### config.mk
export PLATFORM = sky130hd
export DESIGN_NAME = aux_bank_sel
export DESIGN_NICKNAME = d
export VERILOG_FILES = /design/src/rtl/aux_bank_pkg.sv /design/src/rtl/aux_switch_regs.sv /design/src/rtl/aux_region_decode.sv /design/src/rtl/aux_status_mux.sv /design/src/rtl/aux_bank_sel.sv
export SDC_FILE = /design/constraint.sdc
export NUM_CORES = 1
export LEC_CHECK = 0
export ABC_AREA = 1
export BUFFER_PORTS_ARGS = -buffer_cell sky130_fd_sc_hd__buf_4
export CELL_PAD_IN_SITES_DETAIL_PLACEMENT = 0
export CELL_PAD_IN_SITES_GLOBAL_PLACEMENT = 1
export CORE_ASPECT_RATIO = 0.7
export CORE_MARGIN = 5
export CORE_UTILIZATION = 33
export DETAILED_ROUTE_END_ITERATION = 16
export MAX_ROUTING_LAYER = met4
export PLACE_DENSITY_LB_ADDON = 0.1
export SYNTH_ARGS = -nofsm -noshare
export SYNTH_HDL_FRONTEND = slang
export SYNTH_HIERARCHICAL = 1
export SYNTH_SLANG_ARGS = --single-unit
export TNS_END_PERCENT = 10
### constraint.sdc
create_clock -name clk -period 2.6 [get_ports clk]
set_clock_uncertainty 0.1 [all_clocks]
set_input_delay 0.39 -clock clk [delete_from_list [all_inputs] [get_ports clk]]
set_output_delay 0.39 -clock clk [all_outputs]
set_load 0.005 [all_outputs]
### src/rtl/aux_bank_pkg.sv
package aux_bank_pkg;

    localparam int ADDR_W = 16;
    localparam int DATA_W = 8;

    // Region boundaries (first address of the next region)
    localparam logic [ADDR_W-1:0] ZP_END   = 16'h0200;
    localparam logic [ADDR_W-1:0] TXT_LO   = 16'h0400;
    localparam logic [ADDR_W-1:0] TXT_END  = 16'h0800;
    localparam logic [ADDR_W-1:0] GFX_LO   = 16'h2000;
    localparam logic [ADDR_W-1:0] GFX_END  = 16'h4000;
    localparam logic [ADDR_W-1:0] IO_LO    = 16'hC000;

    // Switch pair base addresses (bit 0 carries the new value)
    localparam logic [ADDR_W-1:0] SW_OVR   = 16'hC000;
    localparam logic [ADDR_W-1:0] SW_RDS   = 16'hC002;
    localparam logic [ADDR_W-1:0] SW_WRS   = 16'hC004;
    localparam logic [ADDR_W-1:0] SW_ZPG   = 16'hC008;

    // Status addresses
    localparam logic [ADDR_W-1:0] ST_RDS   = 16'hC013;
    localparam logic [ADDR_W-1:0] ST_WRS   = 16'hC014;
    localparam logic [ADDR_W-1:0] ST_ZPG   = 16'hC016;
    localparam logic [ADDR_W-1:0] ST_OVR   = 16'hC018;
    localparam logic [ADDR_W-1:0] ST_PAGE  = 16'hC01C;

    typedef struct packed {
        logic win_ovr;   // display windows follow the page flag
        logic rd_steer;  // general reads go to auxiliary RAM
        logic wr_steer;  // general writes go to auxiliary RAM
        logic zp_alt;    // zero page and stack in auxiliary RAM
    } bank_flags_t;

    typedef enum logic [1:0] {
        RGN_ZP   = 2'd0,
        RGN_WIN  = 2'd1,
        RGN_GEN  = 2'd2,
        RGN_IO   = 2'd3
    } region_t;

endpackage

### src/rtl/aux_switch_regs.sv
module aux_switch_regs
    import aux_bank_pkg::*;
(
    input  logic              clk,
    input  logic              rst_n,
    input  logic [ADDR_W-1:0] addr_i,
    input  logic              wr_i,
    output bank_flags_t       flags_q
);

    localparam logic [ADDR_W-1:0] PAIR_MASK = ~{{(ADDR_W-1){1'b0}}, 1'b1};

    logic [ADDR_W-1:0] pair_base;
    logic              new_val;
    logic              sw_hit;
    bank_flags_t       flags_d;

    always_comb begin
        pair_base = addr_i & PAIR_MASK;
        new_val   = addr_i[0];
        sw_hit    = 1'b0;
        flags_d   = flags_q;
        if (wr_i) begin
            if (pair_base == SW_OVR) begin
                flags_d.win_ovr  = new_val;
                sw_hit           = 1'b1;
            end else if (pair_base == SW_RDS) begin
                flags_d.rd_steer = new_val;
                sw_hit           = 1'b1;
            end else if (pair_base == SW_WRS) begin
                flags_d.wr_steer = new_val;
                sw_hit           = 1'b1;
            end else if (pair_base == SW_ZPG) begin
                flags_d.zp_alt   = new_val;
                sw_hit           = 1'b1;
            end
        end
    end

    always_ff @(posedge clk or negedge rst_n) begin
        if (!rst_n) flags_q <= '0;
        else        flags_q <= flags_d;
    end

    // the flags move only on a switch write strobe
    a_r10_flags_hold: assert property (@(posedge clk) disable iff (!rst_n)
        !sw_hit |=> $stable(flags_q));

    // a read-steering pair write loads address bit 0
    a_r2_rd_steer_load: assert property (@(posedge clk) disable iff (!rst_n)
        (wr_i && pair_base == SW_RDS) |=> flags_q.rd_steer == $past(addr_i[0]));

    // an override pair write loads address bit 0
    a_r2_ovr_load: assert property (@(posedge clk) disable iff (!rst_n)
        (wr_i && pair_base == SW_OVR) |=> flags_q.win_ovr == $past(addr_i[0]));

endmodule

### src/rtl/aux_region_decode.sv
module aux_region_decode
    import aux_bank_pkg::*;
(
    input  logic              clk,
    input  logic              rst_n,
    input  logic [ADDR_W-1:0] addr_i,
    input  bank_flags_t       flags_i,
    input  logic              page2_i,
    output logic              rd_aux_o,
    output logic              wr_aux_o,
    output logic              io_space_o
);

    region_t region;

    always_comb begin
        if (addr_i >= IO_LO)
            region = RGN_IO;
        else if (addr_i < ZP_END)
            region = RGN_ZP;
        else if ((addr_i >= TXT_LO && addr_i < TXT_END) ||
                 (addr_i >= GFX_LO && addr_i < GFX_END))
            region = RGN_WIN;
        else
            region = RGN_GEN;
    end

    always_comb begin
        rd_aux_o   = 1'b0;
        wr_aux_o   = 1'b0;
        io_space_o = 1'b0;
        unique case (region)
            RGN_ZP: begin
                rd_aux_o = flags_i.zp_alt;
                wr_aux_o = flags_i.zp_alt;
            end
            RGN_WIN: begin
                if (flags_i.win_ovr) begin
                    rd_aux_o = page2_i;
                    wr_aux_o = page2_i;
                end else begin
                    rd_aux_o = flags_i.rd_steer;
                    wr_aux_o = flags_i.wr_steer;
                end
            end
            RGN_GEN: begin
                rd_aux_o = flags_i.rd_steer;
                wr_aux_o = flags_i.wr_steer;
            end
            RGN_IO: io_space_o = 1'b1;
            default: io_space_o = 1'b1;
        endcase
    end

    // I/O space never selects auxiliary RAM
    a_r9_io_no_bank: assert property (@(posedge clk) disable iff (!rst_n)
        io_space_o |-> (!rd_aux_o && !wr_aux_o));

    // zero page steers read and write alike
    a_r3_zp_same: assert property (@(posedge clk) disable iff (!rst_n)
        (addr_i < ZP_END) |-> (rd_aux_o == wr_aux_o));

    // override routes windows by page
    a_r5_win_page: assert property (@(posedge clk) disable iff (!rst_n)
        (flags_i.win_ovr && addr_i >= TXT_LO && addr_i < TXT_END)
            |-> (rd_aux_o == page2_i && wr_aux_o == page2_i));

endmodule

### src/rtl/aux_status_mux.sv
module aux_status_mux
    import aux_bank_pkg::*;
(
    input  logic              clk,
    input  logic              rst_n,
    input  logic [ADDR_W-1:0] addr_i,
    input  logic              rd_i,
    input  bank_flags_t       flags_i,
    input  logic              page2_i,
    output logic              stat_hit_o,
    output logic [DATA_W-1:0] stat_data_o
);

    logic flag_bit;

    always_comb begin
        stat_hit_o = 1'b0;
        flag_bit   = 1'b0;
        if (rd_i) begin
            stat_hit_o = 1'b1;
            if      (addr_i == ST_RDS)  flag_bit = flags_i.rd_steer;
            else if (addr_i == ST_WRS)  flag_bit = flags_i.wr_steer;
            else if (addr_i == ST_ZPG)  flag_bit = flags_i.zp_alt;
            else if (addr_i == ST_OVR)  flag_bit = flags_i.win_ovr;
            else if (addr_i == ST_PAGE) flag_bit = page2_i;
            else                        stat_hit_o = 1'b0;
        end
        stat_data_o = {flag_bit, {(DATA_W-1){1'b0}}};
    end

    // low bits of the status byte are always zero, and no data without a hit
    a_r8_low_bits_zero: assert property (@(posedge clk) disable iff (!rst_n)
        (stat_data_o[DATA_W-2:0] == '0) && (stat_hit_o || stat_data_o == '0));

endmodule

### src/rtl/aux_bank_sel.sv
module aux_bank_sel
    import aux_bank_pkg::*;
(
    input  logic              clk,
    input  logic              rst_n,
    input  logic [15:0]       addr_i,
    input  logic              rd_i,
    input  logic              wr_i,
    input  logic              page2_i,
    output logic              rd_aux_o,
    output logic              wr_aux_o,
    output logic              io_space_o,
    output logic              stat_hit_o,
    output logic [7:0]        stat_data_o
);

    bank_flags_t flags_q;

    aux_switch_regs u_regs (
        .clk     (clk),
        .rst_n   (rst_n),
        .addr_i  (addr_i),
        .wr_i    (wr_i),
        .flags_q (flags_q)
    );

    aux_region_decode u_decode (
        .clk        (clk),
        .rst_n      (rst_n),
        .addr_i     (addr_i),
        .flags_i    (flags_q),
        .page2_i    (page2_i),
        .rd_aux_o   (rd_aux_o),
        .wr_aux_o   (wr_aux_o),
        .io_space_o (io_space_o)
    );

    aux_status_mux u_status (
        .clk         (clk),
        .rst_n       (rst_n),
        .addr_i      (addr_i),
        .rd_i        (rd_i),
        .flags_i     (flags_q),
        .page2_i     (page2_i),
        .stat_hit_o  (stat_hit_o),
        .stat_data_o (stat_data_o)
    );

    // the page input alone moves the window selects, with no clock edge
    a_r7_page_immediate: assert property (@(posedge clk) disable iff (!rst_n)
        (flags_q.win_ovr && addr_i >= 16'h2000 && addr_i < 16'h4000)
            |-> (rd_aux_o == page2_i));

endmodule

Yosys cells after proc, flatten, opt, wreduce, memory -nomap -nowiden:

Cells that the tools add are included.

* bits in registers: 4
* input port bits: 21
* output and inout bits: 12
* logic and storage cells: 53

* mux-type cells: 20
* bitwise operators: 3
* order comparisons: 6
* equal/unequal tests: 12
* reductions and logical operators: 8

Operators by type and width (count)
* equality test 16 bit (second input constant): 5
* equality test 15 bit (second input constant): 4
* >= comparator 16 x 11 -> 1 bit (second input constant): 1
* >= comparator 16 x 14 -> 1 bit (second input constant): 1
* >= comparator 16 bit (second input constant): 1
* < comparator 16 x 10 -> 1 bit (second input constant): 1
* < comparator 16 x 12 -> 1 bit (second input constant): 1
* < comparator 16 x 15 -> 1 bit (second input constant): 1
* 2-to-1 mux 1 bit: 15
* 2-to-1 mux 2 bit: 3
* case mux 1 bit (3 select lines): 2
* AND reduction 5 bit: 1
* equality test 2 bit (second input constant): 2
* AND reduction 4 bit: 1
* inverter 1 bit: 3
* AND reduction 3 bit: 1
* equality test 2 x 1 -> 1 bit (second input constant): 1
* logical AND 1 bit: 2
* zero test 2 bit: 1
* AND reduction 2 bit: 1
* logical OR 1 bit: 1

Depth between registers and ports, before layout:

* depth in word-level cells: 8
* gate-level depth with buffers: 10
* gate-level depth less buffers: 9

Modules after synthesis:

The synthesis kept the hierarchy.

By module, submodules not included
* aux_switch_regs: instances 1, seq. area each 100.1 um2, cells each 67, area each 382.9 um2
* aux_status_mux: instances 1, seq. area each 0.0 um2, cells each 63, area each 340.3 um2
* aux_region_decode: instances 1, seq. area each 0.0 um2, cells each 32, area each 133.9 um2

Worst setup path before layout:

Ideal clock, no wire load.

* path kind: input-to-output
* from: input addr_i[8]
* to: output stat_data_o[7]
* required time: 2110 ps
* slack: 911 ps
* cell stages on the path: 9
* path buffers: 1
* arrival time: 1199 ps
* cell sequence: inv_1 nand2_1 nor2_2 nand2_1 nor2_1 nand2_1 o21ai_0 a21oi_2 buf_4

* word-level cells in the longest chain between the ends: 7
* elaborated cells on any way between the ends: 11
* classes of those cells: eq/ne (5); mux (6)

Ends and longest elaborated chain
* start, declared: line aux_bank_sel.sv:6 `input logic [15:0] addr_i,`
* equality test 16 bit: line aux_status_mux.sv:25 `else if (addr_i == ST_PAGE) flag_bit = page2_i;`
* 2-to-1 mux 1 bit: line aux_status_mux.sv:25
* 2-to-1 mux 1 bit: line aux_status_mux.sv:24 `else if (addr_i == ST_OVR) flag_bit = flags_i.win_ovr;`
* 2-to-1 mux 1 bit: line aux_status_mux.sv:23 `else if (addr_i == ST_ZPG) flag_bit = flags_i.zp_alt;`
* 2-to-1 mux 1 bit: line aux_status_mux.sv:22 `else if (addr_i == ST_WRS) flag_bit = flags_i.wr_steer;`
* 2-to-1 mux 1 bit (*): line aux_status_mux.sv:21 `if (addr_i == ST_RDS) flag_bit = flags_i.rd_steer;`
* 2-to-1 mux 1 bit (*): line aux_status_mux.sv:19 `if (rd_i) begin`
* end, declared: line aux_bank_sel.sv:14 `output logic [7:0] stat_data_o`

Mark *: on every way between the ends. The rest lies on a longest branch, timed or not.

Worst setup path in the final report:

* from: input addr_i[13]
* to: output stat_data_o[7]

The elaborated chain is that of the path after synthesis.

==> impl_metrics.yaml <==
cts:
  clock_path_buffers: 2
  cts_made_buffers: 3
  cts_root_buf: "clkbuf_8"
  cts.hold.buffers_added: 1
  postCtsSetupBuffers: 0
  clock_sinks: 4
  cts_resized: 0
  clk-insertion-delay-late_ps: 210
  cts_tree: "built"
  htreeDepth: 1
  clkSlewWorstSetupHoldPaths_ps: 30
power:
  p_per_area_mw_per_mm2: 247.6
  total_power_w: 0.0002726
  p_leak_nw: 0.6112
  irDropWorstVdd_mv: 0.2672
layout:
  multi_input_area_um2: 569.3
  top_register: "u_regs/flags_q"
  final_util_pct: 44.44
  diodes: 0
  largest_reg_flops: 4
  fin_cells: 223
  fillers: 279
  finalNetCount: 212
  regArea_um2: 100.1
  drive_above_1_share_pct: 24.34
  syn2layout_area_growth_pct: 28.47
  reg_top3: "u_regs/flags_q x4"
placement:
  dp_hpwl_um: 1872
  place_congestion: 0.8299
  io_buffers: 25
  dp_cells: 219
worst_setup_path:
  timing.rr.end: "u_regs/flags_q[3]"
  max_stage_delay_ps: 130
  crit_slowest_cell: "buf_4"
  r2r_cells: 2
  worstPathArrival_ps: 1470
  cp_data_required_time_ps: 2110
  cp_cell_sequence: "buf_4 > inv_1 > nand2_1 > nor2_1 > nand2_1 > nor2_1 > nand2_1 > nand3_1 > nand2_1 > a21oi_2 > buf_4"
  cp_max_fo: 5
  crit_path_start_kind: "input pin"
  r2r_slack_ps: 1800
  end_kind: "primary output"
  path_class: "in -> out"
  cpMostUsedCell: "nand2_1"
  r2r-start: "u_regs/flags_q[3]"
  crit_path_start: "addr_i[13]"
drt:
  post_drt_via_cell_ratio: 4.390
  initialDrtViolationCount: 60
  drt_first_pass_iters: 5
  routed_wirelength_um: 2163
  postRouteAntennaNets: 0
  dr_total_vias: 979
  wl_per_cell_um: 9.700
  remaining_drc_errors: 0
sta:
  setup_viol: 0
  period_share_pct: 75.34
  fmax_ghz: 0.5105
  fin_worst_hold_slack_ps: 360.0
  drv_slew: 0
  min_period_ps: 1959
  rsz0062_at_grt: "false"
  finalHoldViolCount: 0
  tns_ps: 0
global_routing:
  antenna_found_initial: 0
  grt_pass1_wl_um: 3525
  grt_pass1_vias: 806
  grt-ovfl-total: 0
  grt_usage_pct: 12.26
  grt_max_degree: 8
synthesis:
  synth_area_per_cell_um2: 5.291
  syn_inst: 162
  ys_ff_latch: 4
  ys_types: 23
  ys_seq_area_share_pct: 11.68
  yosysWarnings: 6
  synth_area_um2: 857.1
die:
  die_area_mm2: 0.003733
  die_w_um: 70.91
  rows: 15
  boundaryPins: 33
  die_y_um: 52.64
  core_area_mm2: 0.002477
  start_util_pct: 34.60
outcome:
  status: "finished, final reports clean"
hold_path:
  worstHoldPathType: "in -> reg"
  min_to: "u_regs/flags_q[1]"
  hold_path_depth: 3
  min_from: "addr_i[0]"
job:
  drv_cap: 0
==> cell usage in the layout, fill, tap and decap left out, types with 2 or more instances in the layout <==
master	Yosys	layout
nand2_1	41	41
inv_1	39	39
buf_4	8	25
nor2_1	23	23
nand3_1	13	13
nor2_2	7	7
conb_1	1	7
o21ai_0	4	4
dfrtp_1	4	4
clkbuf_8	0	3
nor2_4	3	3
nand4_1	3	3
nand2_2	2	2
o21ai_1	2	2
nor3_1	2	2
o21a_1	2	2
==> kinds of logic after synthesis <==
logic type             count (synthesis)  synth area share [%]
AO/OA/AOI/OAI                         13                 10.66
buffers and inverters                 48                 24.53
flip-flops                             4                 11.68
other                                  1                0.4375
AND/OR/NAND/NOR                       96                 52.70
==> critical path: cells and delay by family <==
family	cells	cell delay, ps
simple gates	7	650
buf+inv	3	290
compound gates	1	120
==> worst max path at each step <==
stage                     end  slack, ps  cells past startpoint
6_report       stat_data_o[7]        640                     11
5_1_grt        stat_data_o[7]        500                     11
4_1_cts        stat_data_o[7]        650                     11
3_5_place_dp   stat_data_o[7]        650                     11
3_3_place_gp   stat_data_o[7]        660                      9
2_1_floorplan  stat_data_o[7]        910                      9
==> metal layers <==
metal	vias up	part of all wire [%]	track usage (%)
met4	0	0.55	2.813
met2	35	40	17.23
met5	-	0	-
met3	2	7.4	3.448
met1	416	52	17.19
li1	526	-	-
==> metrics by stage <==
stage                     worst slack, ps  cell area [um2]
after floorplan                     910.9            879.6
after global placement              659.9             1050
after detailed placement            648.5             1050
after CTS                           645.5             1101
after global routing                499.7             1101
final                               641.2             1101
==> final cells by class <==
type	count	area share [%]
flip-flops and latches	4	9.091
well taps	34	3.864
repair buffers	26	17.95
multi-input cells	116	51.70
inverters	40	13.64
clock buffers	3	3.750
==> synthesized netlist by cell type <==
master      n  area share, %
nor2_2      7            5.1
nand3_4     1            2.0
o2111ai_1   1            1.0
inv_2       1           0.44
buf_4       8            7.0
nor2_1     23             10
nand3_2     1            1.2
nor3_1      2            1.2
conb_1      1           0.44
nand2_2     2            1.5
o21ai_1     2            1.2
o21bai_1    1           0.88
nand4_1     3            2.2
nor2_4      3            3.9
dfrtp_1     4             12
o21ai_2     1            1.0
o31ai_2     1            1.5
inv_1      39             17
nand3_1    13            7.6
a21oi_2     1            1.0
o21ai_0     4            2.3
nand2_1    41             18
o21a_1      2            1.8
==> report_power, final <==
group | switching [W] | internal, W
clock network | 0.0000276 | 0.0000983
logic | 0.0000485 | 0.0000354
registers | 0.0000000564 | 0.0000628
total | 0.0000761 | 0.000196
Power figures use the tool's default switching activity.
